**src/rtl/smi_pkg.sv**
```systemverilog
package smi_pkg;

  typedef enum logic [2:0] {
    ST_IDLE,
    ST_LD_MAR,
    ST_LD_RD,
    ST_LD_CAP,
    ST_WR_MDR,
    ST_WR_MAR,
    ST_WR_STB,
    ST_DONE
  } seq_state_e;

  typedef struct packed {
    logic mar_ld;     // address register <- held request address
    logic mdr_ld_wr;  // data register <- held write word
    logic mdr_ld_rd;  // data register <- memory read word
  } stage_ctl_t;

endpackage

```
**src/rtl/smi_req_latch.sv**
```systemverilog
module smi_req_latch #(
  parameter int ADDR_W = 16,
  parameter int DATA_W = 16
) (
  input  logic              clk_i,
  input  logic              rst_ni,
  input  logic              req_i,
  input  logic              idle_i,
  input  logic [ADDR_W-1:0] addr_i,
  input  logic [DATA_W-1:0] wdata_i,
  output logic              accept_o,
  output logic [ADDR_W-1:0] addr_q_o,
  output logic [DATA_W-1:0] wdata_q_o
);

  assign accept_o = req_i & idle_i;

  always_ff @(posedge clk_i or negedge rst_ni) begin
    if (!rst_ni) begin
      addr_q_o  <= '0;
      wdata_q_o <= '0;
    end else if (accept_o) begin
      addr_q_o  <= addr_i;
      wdata_q_o <= wdata_i;
    end
  end

  // held request must not move while an access is in flight
  p_hold_busy_r2: assert property (@(posedge clk_i) disable iff (!rst_ni)
    !idle_i |=> $stable(addr_q_o) && $stable(wdata_q_o));

endmodule

```
**src/rtl/smi_seq.sv**
```systemverilog
module smi_seq
  import smi_pkg::*;
(
  input  logic       clk_i,
  input  logic       rst_ni,
  input  logic       accept_i,
  input  logic       we_i,
  output logic       idle_o,
  output logic       busy_o,
  output logic       done_o,
  output logic       rd_o,
  output logic       wr_o,
  output stage_ctl_t ctl_o
);

  seq_state_e state_q, state_d;

  always_comb begin
    state_d = state_q;
    unique case (state_q)
      ST_IDLE:   if (accept_i) state_d = we_i ? ST_WR_MDR : ST_LD_MAR;
      ST_LD_MAR: state_d = ST_LD_RD;
      ST_LD_RD:  state_d = ST_LD_CAP;
      ST_LD_CAP: state_d = ST_DONE;
      ST_WR_MDR: state_d = ST_WR_MAR;
      ST_WR_MAR: state_d = ST_WR_STB;
      ST_WR_STB: state_d = ST_DONE;
      ST_DONE:   state_d = ST_IDLE;
      default:   state_d = ST_IDLE;
    endcase
  end

  always_ff @(posedge clk_i or negedge rst_ni) begin
    if (!rst_ni) state_q <= ST_IDLE;
    else         state_q <= state_d;
  end

  assign idle_o = (state_q == ST_IDLE);
  assign busy_o = ~idle_o;
  assign done_o = (state_q == ST_DONE);
  assign rd_o   = (state_q == ST_LD_RD);
  assign wr_o   = (state_q == ST_WR_STB);

  always_comb begin
    ctl_o           = '0;
    ctl_o.mar_ld    = (state_q == ST_LD_MAR) || (state_q == ST_WR_MAR);
    ctl_o.mdr_ld_wr = (state_q == ST_WR_MDR);
    ctl_o.mdr_ld_rd = (state_q == ST_LD_CAP);
  end

  // read strobe is always followed by the capture step
  p_rd_then_cap_r8: assert property (@(posedge clk_i) disable iff (!rst_ni)
    rd_o |=> ctl_o.mdr_ld_rd);

  // address is staged in the cycle before either strobe
  p_mar_before_stb_r3: assert property (@(posedge clk_i) disable iff (!rst_ni)
    ctl_o.mar_ld |=> (rd_o || wr_o));

endmodule

```
**src/rtl/smi_stage_regs.sv**
```systemverilog
module smi_stage_regs
  import smi_pkg::*;
#(
  parameter int ADDR_W = 16,
  parameter int DATA_W = 16
) (
  input  logic              clk_i,
  input  logic              rst_ni,
  input  stage_ctl_t        ctl_i,
  input  logic [ADDR_W-1:0] addr_q_i,
  input  logic [DATA_W-1:0] wdata_q_i,
  input  logic [DATA_W-1:0] mem_rdata_i,
  output logic [ADDR_W-1:0] mar_o,
  output logic [DATA_W-1:0] mdr_o
);

  always_ff @(posedge clk_i or negedge rst_ni) begin
    if (!rst_ni)           mar_o <= '0;
    else if (ctl_i.mar_ld) mar_o <= addr_q_i;
  end

  always_ff @(posedge clk_i or negedge rst_ni) begin
    if (!rst_ni)              mdr_o <= '0;
    else if (ctl_i.mdr_ld_wr) mdr_o <= wdata_q_i;
    else if (ctl_i.mdr_ld_rd) mdr_o <= mem_rdata_i;
  end

  p_mdr_src_excl_r9: assert property (@(posedge clk_i) disable iff (!rst_ni)
    !(ctl_i.mdr_ld_wr && ctl_i.mdr_ld_rd));

endmodule

```
**src/rtl/stg_mem_if.sv**
```systemverilog
module stg_mem_if
  import smi_pkg::*;
#(
  parameter int ADDR_W = 16,
  parameter int DATA_W = 16
) (
  input  logic              clk_i,
  input  logic              rst_ni,
  input  logic              req_i,
  input  logic              we_i,
  input  logic [ADDR_W-1:0] addr_i,
  input  logic [DATA_W-1:0] wdata_i,
  output logic              busy_o,
  output logic              done_o,
  output logic [DATA_W-1:0] rdata_o,
  output logic [ADDR_W-1:0] mem_addr_o,
  output logic [DATA_W-1:0] mem_wdata_o,
  output logic              mem_rd_o,
  output logic              mem_wr_o,
  input  logic [DATA_W-1:0] mem_rdata_i
);

  logic              idle, accept;
  logic [ADDR_W-1:0] addr_q, mar;
  logic [DATA_W-1:0] wdata_q, mdr;
  stage_ctl_t        ctl;

  smi_req_latch #(.ADDR_W(ADDR_W), .DATA_W(DATA_W)) u_req (
    .clk_i     (clk_i),
    .rst_ni    (rst_ni),
    .req_i     (req_i),
    .idle_i    (idle),
    .addr_i    (addr_i),
    .wdata_i   (wdata_i),
    .accept_o  (accept),
    .addr_q_o  (addr_q),
    .wdata_q_o (wdata_q)
  );

  smi_seq u_seq (
    .clk_i    (clk_i),
    .rst_ni   (rst_ni),
    .accept_i (accept),
    .we_i     (we_i),
    .idle_o   (idle),
    .busy_o   (busy_o),
    .done_o   (done_o),
    .rd_o     (mem_rd_o),
    .wr_o     (mem_wr_o),
    .ctl_o    (ctl)
  );

  smi_stage_regs #(.ADDR_W(ADDR_W), .DATA_W(DATA_W)) u_stage (
    .clk_i       (clk_i),
    .rst_ni      (rst_ni),
    .ctl_i       (ctl),
    .addr_q_i    (addr_q),
    .wdata_q_i   (wdata_q),
    .mem_rdata_i (mem_rdata_i),
    .mar_o       (mar),
    .mdr_o       (mdr)
  );

  assign mem_addr_o  = mar;
  assign mem_wdata_o = mdr;
  assign rdata_o     = mdr;

  p_strobe_excl_r5: assert property (@(posedge clk_i) disable iff (!rst_ni)
    !(mem_rd_o && mem_wr_o));

  p_rd_single_r5: assert property (@(posedge clk_i) disable iff (!rst_ni)
    mem_rd_o |=> !mem_rd_o);

  p_wr_single_r5: assert property (@(posedge clk_i) disable iff (!rst_ni)
    mem_wr_o |=> !mem_wr_o);

  p_done_single_r6: assert property (@(posedge clk_i) disable iff (!rst_ni)
    done_o |=> !done_o);

  p_wr_then_done_r6: assert property (@(posedge clk_i) disable iff (!rst_ni)
    mem_wr_o |=> done_o);

  p_idle_quiet_r7: assert property (@(posedge clk_i) disable iff (!rst_ni)
    !busy_o |-> (!mem_rd_o && !mem_wr_o && !done_o));

  p_done_busy_r7: assert property (@(posedge clk_i) disable iff (!rst_ni)
    done_o |-> busy_o);

  p_cap_latency_r8: assert property (@(posedge clk_i) disable iff (!rst_ni)
    mem_rd_o |=> ##1 (rdata_o == $past(mem_rdata_i)));

  p_wdata_staged_r4: assert property (@(posedge clk_i) disable iff (!rst_ni)
    mem_wr_o |-> $stable(mem_wdata_o));

endmodule

```
**config.mk**
```make
export PLATFORM = sky130hd
export DESIGN_NAME = stg_mem_if
export DESIGN_NICKNAME = d
export VERILOG_FILES = /design/src/rtl/smi_pkg.sv /design/src/rtl/smi_req_latch.sv /design/src/rtl/smi_seq.sv /design/src/rtl/smi_stage_regs.sv /design/src/rtl/stg_mem_if.sv
export SDC_FILE = /design/constraint.sdc
export NUM_CORES = 1
export LEC_CHECK = 0
export ABC_AREA = 1
export BUFFER_PORTS_ARGS = -buffer_cell sky130_fd_sc_hd__buf_2
export CAP_MARGIN = 20
export CORE_MARGIN = 4
export CORE_UTILIZATION = 50
export DETAILED_ROUTE_END_ITERATION = 8
export PLACE_DENSITY = 0.79
export SYNTH_ARGS = -nofsm -noshare
export SYNTH_HDL_FRONTEND = slang
export SYNTH_SLANG_ARGS = --single-unit
```
**constraint.sdc**
```tcl
create_clock -name clk_i -period 1.8 [get_ports clk_i]
set_clock_uncertainty 0.2 [all_clocks]
set_input_delay 0.18 -clock clk_i [delete_from_list [all_inputs] [get_ports clk_i]]
set_output_delay 0.18 -clock clk_i [all_outputs]
set_load 0.02 [all_outputs]
```
# After elaboration in Yosys (flattened, before gate mapping)
# Index checks and enable logic that the tools add are counted.
# word_totals
romBits	0
latch_bits	0
ram_bits	0
ff_bits	67
memories	0
inputBits	52
# classes
reduce_logical	4
n_bitwise	2
add_sub_neg	0
n_eq_ne	8
n_shift	0
n_div	0
mux	5
magnitude_cmp	0
mul	0
# op_table
operator	n
$mux 16	2
$pmux 3 s7	1
$eq 3x3->1 const B	4
$eq 3x2->1 const B	2
$mux 3	2
$eq 3x1->1 const B	1
$logic_not 3->1	1
$ne 2x2->1 const B	1
$reduce_bool 2->1	1
$reduce_or 2->1	1
$and 1x1->1	1
$logic_or 1x1->1	1
$not 1->1	1

# Logic depth before layout (Yosys ltp)
# Gate-level depths: netlist of the first run.
# depth
depth_word	4
depth_mapped	8
depth_no_buf	6

# Hierarchy
# A second synthesis of the first run with hierarchy kept.
# hier_totals
hier_cells	343
area_unflattened_um2	3025.4
# by_module_without_submodules
mod	area_per_inst_um2	seq_area_each_um2	cells_each	instances
smi_stage_regs	1387.6	800.8	155	1
smi_req_latch	1318.8	800.8	141	1
smi_seq	198.9	75.1	31	1
stg_mem_if	120.1	0.0	16	1

# Worst setup path after synthesis of the first run
# Ideal clock, no wire load.
# synth_path
kind	reg2out
from	register u_seq.state_q[1]
to	output mem_wr_o
path_slack_ps	299
path_stages_with_launch	4
t_required_ps	1420
arrival_time_ps	1121
cell_sequence	dfrtp_1 inv_2 or2_2 nor2_1
# synth_between
elab_chain_cells	1
# synth_rtl
element	line	rtl
start, declared	smi_seq.sv:16	seq_state_e state_q, state_d;
start signal, assigned	smi_seq.sv:35	else state_q <= state_d;
$eq 3x3->1	smi_seq.sv:42	assign wr_o = (state_q == ST_WR_STB);
end, declared	stg_mem_if.sv:19	output logic mem_wr_o,
# No other way between the ends.

# Final worst setup path of the first run
# layout_path
from	register u_seq.state_q[0]
to	output mem_wr_o
# Same word-level chain as after synthesis.

==> results.py, run 1 <==
metrics = {
    "placed_design": {
        "routabilityCongestion": 0.907,
        "hpwl_reported_at_the_end_of_detailed_placement_um": 4850,
        "io_buffer_count": 103,
        "placed_area_mm2": 0.00357,
    },
    "cells_and_area": {
        "syn_to_final_growth_pct": 37.4,
        "area_of_all_placed_cells_without_fillers_mm2": 0.00433,
        "drive_above_1_share_pct": 26.8,
        "finalNetCount": 576,
        "final_util_pct": 71.9,
        "antenna_cells_inserted": 0,
    },
    "sta": {
        "hold_ws_ps": 12.6,
        "report.final.hold_viol_count": 0,
        "final_period_minus_worst_setup_slack_ps": 1750,
        "final_max_slew_viol_count": 0,
        "timing.final.crit_share_pct": 97.2,
        "fmax_mhz": 572,
        "tightestPinTransition_ps": 349,
        "setup_tns_ps": 0,
        "setup_viol_count_final": 0,
        "timing.slew.headroom_pct": 76.7,
        "grt_setup_unrepaired": "false",
    },
    "floorplanning": {
        "top_level_i_o_count": 104,
        "initial_core_util_pct": 52.3,
        "placeableCoreArea_mm2": 0.00603,
        "die-height_um": 87.4,
        "dieArea_mm2": 0.00764,
        "fp.dieW_um": 87.4,
        "placementRows": 28,
    },
    "worst_setup_path": {
        "worst_path_largest_cell_delay_ps": 420,
        "critical_path.endpoint_type": "output pin",
        "timing.critical_path.from_type": "flop",
        "criticalPathCategory": "flop to output pin",
        "data_arrival_time_at_the_worst_slack_endpoint_ps": 1370,
        "crit_chain": "or2_2 > nor2_1 > buf_4",
        "path_delay_family": "simple AND/OR/NAND/NOR gates",
        "worstPathMaxFanout": 3,
        "crit_start": "u_seq.state_q[0]$_DFFE_PN0P_",
        "reg_to_reg_startpoint": "u_seq.state_q[0]$_DFFE_PN0P_",
        "cp.required_ps": 1420,
        "critPathBufInv": 1,
        "crit_slowest_cell": "dfrtp_2",
    },
    "yosys": {
        "post-synth-top-count-cell": "nand2_1",
        "syn_area_per_cell_um2": 8.19,
        "post_synth_inst_count": 385,
        "ys_top_cells_by_count": "nand2_1, inv_1, dfrtp_1",
        "ys_top_cells_by_area": "dfrtp_1, nand2_1, nand3_1",
        "post_synth_edffs": 0,
        "yosysWarnings": 0,
        "seq_area_frac_synth_pct": 53.2,
        "number_of_nets_in_the_synthesized_netlist": 437,
        "ys_seq_elements": 67,
        "synth.distinct_cells": 22,
        "synthArstFlopShare_pct": 100,
        "synth_area_leader_cell": "dfrtp_1",
        "synth.cell_area_mm2": 0.00315,
        "synth_ff_type": "dfrtp_1",
        "synth_top_area_share_pct": 53.2,
    },
    "pwr": {
        "p_per_area_mw_per_mm2": 1690,
        "internal_power_mw": 4.14,
        "switching_share_pct": 43.7,
        "p_leak_nw": 2.52,
        "sequentialPowerShare_pct": 36.2,
        "clock_power_share_pct": 17.7,
        "max-vdd-ir-drop_uv": 1110,
        "combPwrFrac_pct": 46.1,
        "power.net_switching_mw": 3.20,
    },
    "detailed_routing": {
        "drtAntennaViolNets": 0,
        "drc": 0,
        "dr_total_vias": 2845,
        "routed_wire_length_per_instance_um": 12.8,
        "vias_per_cell": 4.71,
        "routed_wl_um": 7750,
        "initialDrtViolationCount": 108,
        "detailedRoute.firstPassIterationCount": 4,
    },
    "clock_tree": {
        "worstSkewPairLatency_ps": 340,
        "cts_buffer_depth": 2,
        "numCtsBuffers": 9,
        "tritoncts": "built",
        "clk_pin_slew_worst_paths_ps": 80,
        "clock_tree.root_cell": "clkbuf_8",
        "cts.htree.levels": 3,
        "cts_num_sinks": 67,
    },
    "grt": {
        "grt_start_max_net_pins": 68,
        "grt_antenna_before_repair": 0,
        "total_gr_overflow": 0,
        "grt_pass1_vias": 2735,
        "groute.usage.overall_pct": 21.5,
        "grt_first_pass_wirelength_um": 12700,
    },
    "min_path": {
        "holdCritStartpoint": "mem_rdata_i[0]",
        "hold_class": "primary input to flop",
    },
    "job": {
        "drv.max_cap_violation_count": 0,
    },
    "outcome": {
        "outcome": "finished clean",
    },
}
==> cell usage in the layout, fill, tap and decap left out <==
cell type,instances
nand2_2,1
nand2_1,117
nor2_1,3
bufinv_16,1
nand2_4,1
clkinvlp_4,1
buf_4,9
or2_2,1
nand3_4,1
clkinv_4,1
o21ai_0,11
inv_4,1
inv_1,68
clkinv_2,1
nand2_8,1
buf_12,3
dlygate4sd3_1,48
dfrtp_1,64
nor2_4,1
dfrtp_2,3
o21ai_1,22
nand3_1,52
clkbuf_8,11
inv_2,2
a21oi_1,2
inv_6,1
buf_2,102
==> registers in the layout, indices dropped and copies added (netlist names) <==
| register | count |
|---|---|
| u_stage.mdr_o | 16 |
| u_req.addr_q_o | 16 |
| u_seq.state_q | 3 |
| u_stage.mar_o | 16 |
| u_req.wdata_q_o | 16 |
==> power by group through the flow <==
stage	Clock (mW)	Combinational, mW	Sequential, mW
6_report	1.30	3.38	2.66
5_1_grt	1.40	3.73	2.75
3_3_place_gp	0	3.04	2.65
4_1_cts	1.32	3.30	2.64
2_1_floorplan	0	2.16	2.97
3_5_place_dp	0	3.11	2.68
==> path summary, 6_finish.rpt <==
kind / endpoint / slack, ps / cells past startpoint
min reg2reg: u_stage.mar_o[14]$_DFFE_PN0P_ / 280 / 2
max in group asynchronous: u_stage.mdr_o[6]$_DFFE_PN0P_ / 920 / 3
max: mem_wr_o / 50 / 3
max reg2reg: u_req.wdata_q_o[10]$_DFFE_PN0P_ / 110 / 7
min: u_stage.mdr_o[0]$_DFFE_PN0P_ / 10 / 5
min in group asynchronous: u_req.addr_q_o[7]$_DFFE_PN0P_ / 190 / 3
==> through the flow <==
step	setup WS (ps)	instances	total power, mW
final	50.5	604	7.34
after global routing	0.197	604	7.88
after CTS	26.5	601	7.26
after detailed placement	176	535	5.79
after global placement	255	535	5.69
after floorplan	299	385	5.13
==> repair_timing <==
action,CTS,global route
setup endpoints to repair,1,13
resized for setup,3,2
pin swaps,0,1
hold buffers,48,0
hold endpoints to repair,114,0
setup buffers,2,3
==> routing by layer <==
metal	share of wire (%)	global-route usage (%)	vias to the layer above
li1	-	-	1425
met1	44	28.6	1291
met2	48	33.4	110
met3	6.2	5.39	19
met4	2.2	9.21	0
met5	0	0	-
==> worst reg2reg max path: stages, from the launching register on <==
cell and delay [ps]:
dfrtp_2 420, buf_4 160, nor2_4 180, buf_4 150
nand3_4 70, buf_12 190, nand2_1 110, o21ai_0 80
==> logic make-up after synthesis <==
family,after synthesis,synth area share (%)
and+or+nand+nor,178,24.6
buffers and inverters,105,16.7
DFF,67,53.2
AOI/OAI and AO/OA,35,5.56
==> final cells by class <==
cell class              instances  area, um^2
well taps                      75        93.8
multi-input cells             213         958
inverters                      71         269
flip-flops and latches         67        1680
repair buffers                162        1120
fillers                       451        1690
clock inverters                 5        60.1
clock buffers                  11         151
Power figures use the tool's default switching activity.
==> run 2, diff against run 1 <==
--- a/config.mk
+++ b/config.mk
@@ -12,6 +12,7 @@
 export CORE_UTILIZATION = 50
 export DETAILED_ROUTE_END_ITERATION = 8
 export PLACE_DENSITY = 0.79
+export REMOVE_ABC_BUFFERS = 1
 export SYNTH_ARGS = -nofsm -noshare
 export SYNTH_HDL_FRONTEND = slang
 export SYNTH_SLANG_ARGS = --single-unit
==> results.py, run 2 (synthesis results as in run 1) <==
metrics = {
    "sta": {
        "final_max_slew_viol_count": 0,
        "tightestPinTransition_ps": 349,
        "post-route-worst-setup-slack_ps": -0.450,
        "setup_viol_count_final": 1,
        "report.final.hold_viol_count": 0,
        "timing.slew.headroom_pct": 76.8,
        "hold_ws_ps": 42.7,
        "setup_tns_ps": -0.450,
        "timing.final.crit_share_pct": 100,
        "final_period_minus_worst_setup_slack_ps": 1800,
        "fmax_mhz": 555,
    },
    "detailed_routing": {
        "met1Wirelength_um": 3230,
        "uppermost_layer_routed": "met5",
        "detailedRoute.firstPassIterationCount": 4,
        "drtAntennaViolNets": 0,
        "routed_wire_length_per_instance_um": 14.1,
        "met2_wirelength_um": 4430,
        "initialDrtViolationCount": 192,
        "dr_total_vias": 2891,
        "vias_per_cell": 4.81,
        "routed_wl_um": 8470,
        "route.met3.wl_um": 421,
        "drc": 0,
    },
    "outcome": {
        "outcome": "finished with violations",
        "violations": "negative setup slack",
    },
    "job": {
        "drv.max_cap_violation_count": 0,
    },
    "placed_design": {
        "detailedPlace.worstSlack_ps": 154,
        "placed_area_mm2": 0.00359,
        "hpwl_reported_at_the_end_of_detailed_placement_um": 4960,
        "io_buffer_count": 103,
        "placedCellCount": 537,
        "routabilityCongestion": 0.800,
    },
    "clock_tree": {
        "cts.htree.levels": 3,
        "cts_num_sinks": 67,
        "clk_pin_slew_worst_paths_ps": 60,
        "clock_tree.root_cell": "clkbuf_8",
        "postCtsSetupBuffers": 0,
        "cts_buffer_depth": 2,
        "numCtsBuffers": 9,
        "worstSkewPairLatency_ps": 350,
        "tritoncts": "built",
    },
    "grt": {
        "grt_first_pass_wirelength_um": 13300,
        "grt_antenna_before_repair": 1,
        "grt_pass1_vias": 2824,
        "groute.usage.overall_pct": 23.1,
        "grt_start_max_net_pins": 68,
        "total_gr_overflow": 0,
    },
    "cells_and_area": {
        "layout_common_cells": "nand2_1, buf_2, inv_1",
        "drive_above_1_share_pct": 25.3,
        "fill_cells": 464,
        "layoutNonFillerInstCount": 601,
        "syn_to_final_growth_pct": 35.4,
        "area_of_all_placed_cells_without_fillers_mm2": 0.00427,
        "layout.cells.most_common": "nand2_1",
        "final_util_pct": 70.8,
        "finalNetCount": 575,
    },
    "worst_setup_path": {
        "critical_path.endpoint_type": "output pin",
        "timing.critical_path.from_type": "flop",
        "crit_slowest_cell": "dfrtp_2",
        "crit_chain": "inv_2 > or2_2 > nor2_2 > buf_6",
        "criticalPathCategory": "flop to output pin",
        "data_arrival_time_at_the_worst_slack_endpoint_ps": 1420,
        "worstPathMaxFanout": 6,
        "cp.required_ps": 1420,
        "worst_path_largest_cell_delay_ps": 430,
    },
    "floorplanning": {
        "die-height_um": 87.4,
        "initial_core_util_pct": 52.3,
        "fp.dieW_um": 87.4,
        "placeableCoreArea_mm2": 0.00603,
        "dieArea_mm2": 0.00764,
        "top_level_i_o_count": 104,
        "placementRows": 28,
    },
    "min_path": {
        "hold_class": "primary input to flop",
    },
    "pwr": {
        "p_per_area_mw_per_mm2": 1670,
        "p_leak_nw": 2.48,
        "max-vdd-ir-drop_uv": 749,
        "report.power.total_mw": 7.12,
    },
}
==> run 2: cell types whose count changed in the layout (fill, tap and decap cells not counted), moves of 2 or more <==
cell,change
buf_4,-6
dlygate4sd3_1,+2
clkbuf_1,+3
buf_6,+3
==> run 2: final cells by class <==
cell class / count / area (um^2) / share of cell area, %
Tap cell: 75 / 93.8 / 2.20
Timing Repair Buffer: 161 / 1120 / 26.3
Clock buffer: 13 / 149 / 3.49
Sequential cell: 67 / 1680 / 39.3
Multi-Input combinational cell: 213 / 952 / 22.3
Inverter: 71 / 269 / 6.30
Antenna cell: 1 / 2.50 / 0.0586
==> run 2: worst paths after layout <==
| check | to | cells past startpoint | start | slack, ps |
|---|---|---|---|---|
| worst max-delay path | mem_wr_o | 4 | u_seq.state_q[1]$_DFFE_PN0P_ | -0.5 |
| worst min-delay path | u_seq.state_q[2]$_DFFE_PN0P_ | 5 | req_i | 40 |
| worst max register to register | u_stage.mdr_o[7]$_DFFE_PN0P_ | 7 | u_seq.state_q[1]$_DFFE_PN0P_ | 140 |
| worst min register to register | u_stage.mar_o[13]$_DFFE_PN0P_ | 2 | u_stage.mar_o[13]$_DFFE_PN0P_ | 270 |
| max in group asynchronous | u_seq.state_q[1]$_DFFE_PN0P_ | 3 | rst_ni | 920 |
| min in group asynchronous | u_req.addr_q_o[10]$_DFFE_PN0P_ | 3 | rst_ni | 180 |
==> run 2: worst max-delay path: cells and delay by family (launching register included) <==
family                 cells  cell delay [ps]
buffers and inverters      2              190
DFF                        1              430
and+or+nand+nor            2              450
==> run 2: where the power goes <==
part / internal [mW] / switching (mW)
sequential: 2.21 / 0.459
clock: 0.516 / 0.519
combinational: 1.17 / 2.24
total: 3.90 / 3.22
==> run 2: timing repair <==
item	4_1_cts	5_1_grt
gates resized for setup	3	6
hold buffers	50	0
endpoints found under the setup margin	2	3
hold endpoints to repair	116	0
==> run 2: routing by layer <==
layer / up-vias / GRT usage [%]
li1: 1422 / -
met3: 40 / 4.35
met1: 1324 / 26.0
met2: 103 / 40.9
met4: 2 / 12.4
met5: - / 0
==> run 3, diff against run 2 <==
==> constraint.sdc (replaced) <==
create_clock -name clk_i -period 1.75 [get_ports clk_i]
set_clock_uncertainty 0.2 [all_clocks]
set_input_delay 0.175 -clock clk_i [delete_from_list [all_inputs] [get_ports clk_i]]
set_output_delay 0.175 -clock clk_i [all_outputs]
set_load 0.02 [all_outputs]
==> results.py, run 3 (synthesis results as in run 1) <==
metrics = {
    "sta": {
        "timing.final.crit_share_pct": 98.6,
        "setup_viol_count_final": 0,
        "fmax_mhz": 580,
        "tightestPinTransition_ps": 351,
        "final_max_slew_viol_count": 0,
        "setup_tns_ps": 0,
        "timing.slew.headroom_pct": 76.6,
        "grt_setup_unrepaired": "true",
        "final_period_minus_worst_setup_slack_ps": 1730,
        "report.final.hold_viol_count": 0,
    },
    "worst_setup_path": {
        "cp.required_ps": 1370,
        "crit_slowest_cell": "dfrtp_2",
        "timing.critical_path.from_type": "flop",
        "critical_path.endpoint_type": "output pin",
        "worstPathMaxFanout": 3,
        "criticalPathCategory": "flop to output pin",
        "setup.reg_to_reg.worst_slack_ps": 90,
        "data_arrival_time_at_the_worst_slack_endpoint_ps": 1350,
        "crit_chain": "buf_12 > buf_4 > nand3_1 > inv_1 > buf_2",
        "worst_path_largest_cell_delay_ps": 440,
    },
    "grt": {
        "global_routing_met2_resource_utilization_pct": 38.7,
        "grt_antenna_before_repair": 0,
        "grt_pass1_vias": 2886,
        "grt.met1_usage_pct": 25.4,
        "groute.usage.overall_pct": 22.1,
        "grt.busiest_layer": "met2",
        "grt_util_met3_pct": 4.92,
        "total_gr_overflow": 0,
        "grt_start_max_net_pins": 68,
        "grt_first_pass_wirelength_um": 13000,
    },
    "clock_tree": {
        "worstSkewPairLatency_ps": 340,
        "cts_num_sinks": 67,
        "cts.htree.levels": 3,
        "tritoncts": "built",
        "cts_buffer_depth": 2,
        "numCtsBuffers": 9,
        "clk_pin_slew_worst_paths_ps": 70,
        "clock_tree.root_cell": "clkbuf_8",
    },
    "floorplanning": {
        "placementRows": 28,
        "dieArea_mm2": 0.00764,
        "fp.dieW_um": 87.4,
        "die-height_um": 87.4,
        "placeableCoreArea_mm2": 0.00603,
        "initial_core_util_pct": 52.3,
        "top_level_i_o_count": 104,
    },
    "cells_and_area": {
        "layout.cells.most_common": "nand2_1",
        "register_area_mm2": 0.00168,
        "multi_input_comb_area_um2": 966,
        "syn_to_final_growth_pct": 38.7,
        "antenna_cells_inserted": 0,
        "area_of_all_placed_cells_without_fillers_mm2": 0.00437,
        "fill_cells": 455,
        "layout_common_cells": "nand2_1, buf_2, inv_1",
        "finalNetCount": 582,
        "drive_above_1_share_pct": 27.1,
    },
    "job": {
        "drv.max_cap_violation_count": 0,
    },
    "min_path": {
        "hold_class": "primary input to flop",
    },
    "placed_design": {
        "io_buffer_count": 103,
        "hpwl_reported_at_the_end_of_detailed_placement_um": 4930,
        "routabilityCongestion": 0.822,
        "placed_area_mm2": 0.00358,
    },
    "pwr": {
        "power.net_switching_mw": 3.38,
        "internal_power_mw": 4.26,
        "combPwrFrac_pct": 47.6,
        "max-vdd-ir-drop_uv": 831,
        "p_leak_nw": 2.54,
        "sequentialPowerShare_pct": 35.6,
        "clock_power_share_pct": 16.7,
        "switching_share_pct": 44.2,
        "p_per_area_mw_per_mm2": 1750,
    },
    "detailed_routing": {
        "vias_per_cell": 4.76,
        "drtAntennaViolNets": 0,
        "routed_wire_length_per_instance_um": 13.4,
        "initialDrtViolationCount": 180,
        "drc": 0,
        "routed_wl_um": 8180,
        "dr_total_vias": 2905,
        "detailedRoute.firstPassIterationCount": 4,
    },
    "outcome": {
        "outcome": "finished clean",
    },
}
## run 3: cell count changes in the layout (fill, tap and decap cells not counted), sizes merged
cell | previous run | this run
clkinv | 0 | 3
clkinvlp | 0 | 1
clkbuf | 13 | 11
bufinv | 0 | 1
buf | 111 | 118
diode | 1 | 0
## run 3: worst paths after layout
kind,startpoint,endpoint,cells past startpoint
max,u_seq.state_q[1]$_DFFE_PN0P_,done_o,5
min,req_i,u_seq.state_q[0]$_DFFE_PN0P_,5
max reg2reg,u_seq.state_q[0]$_DFFE_PN0P_,u_stage.mdr_o[7]$_DFFE_PN0P_,8
min reg2reg,u_stage.mar_o[11]$_DFFE_PN0P_,u_stage.mar_o[11]$_DFFE_PN0P_,2
max in group asynchronous,rst_ni,u_seq.state_q[0]$_DFFE_PN0P_,3
min in group asynchronous,rst_ni,u_stage.mar_o[5]$_DFFE_PN0P_,3
## run 3: metal layers
layer	vias to the layer above	routed length, um
met1	1343	3210
met5	-	0
met3	24	425
met2	91	4320
met4	0	221
li1	1447	-
## run 3: repair_timing
item | 4_1_cts | 5_1_grt
gates cloned | 0 | 0
setup endpoints to repair | 2 | 32
gates resized for setup | 4 | 6
pin swaps | 1 | 0
endpoints found under the hold margin | 116 | 0
hold buffers | 50 | 0
buffers inserted | 6 | 0
## run 3: per-stage QoR
stage	std cells	hold WS, ps	util, %	total power [mW]	setup slack [ps]
finish	610	29.7	72.6	7.64	24.5
global route	610	73.1	72.6	8.21	-42.4
CTS	610	11.6	72.1	7.54	12.2
detailed placement	538	28.3	59.5	6.03	192
global placement	538	15.6	59.5	5.88	279
floorplan	351	-321	-	4.79	-262
## run 3: cell type report
type,instances,share of cell area [%]
Tap cell,75,2.15
Timing Repair Buffer,168,26.8
Multi-Input combinational cell,213,22.1
Sequential cell,67,38.4
Clock buffer,11,3.23
Clock inverter,5,1.20
Inverter,71,6.15
## run 3: power groups by stage
stage          clock network [mW]  registers (mW)  logic, mW
2_1_floorplan                   0            3.39       1.40
3_3_place_gp                    0            2.71       3.17
3_5_place_dp                    0            2.74       3.29
4_1_cts                      1.29            2.70       3.56
5_1_grt                      1.36            2.81       4.03
6_report                     1.28            2.72       3.64
## run 3: critical path: cells and delay by family, from the launching register on
family	cells	cell delay (ps)
buffers and inverters	4	480
flip-flops	1	440
AND/OR/NAND/NOR	1	100
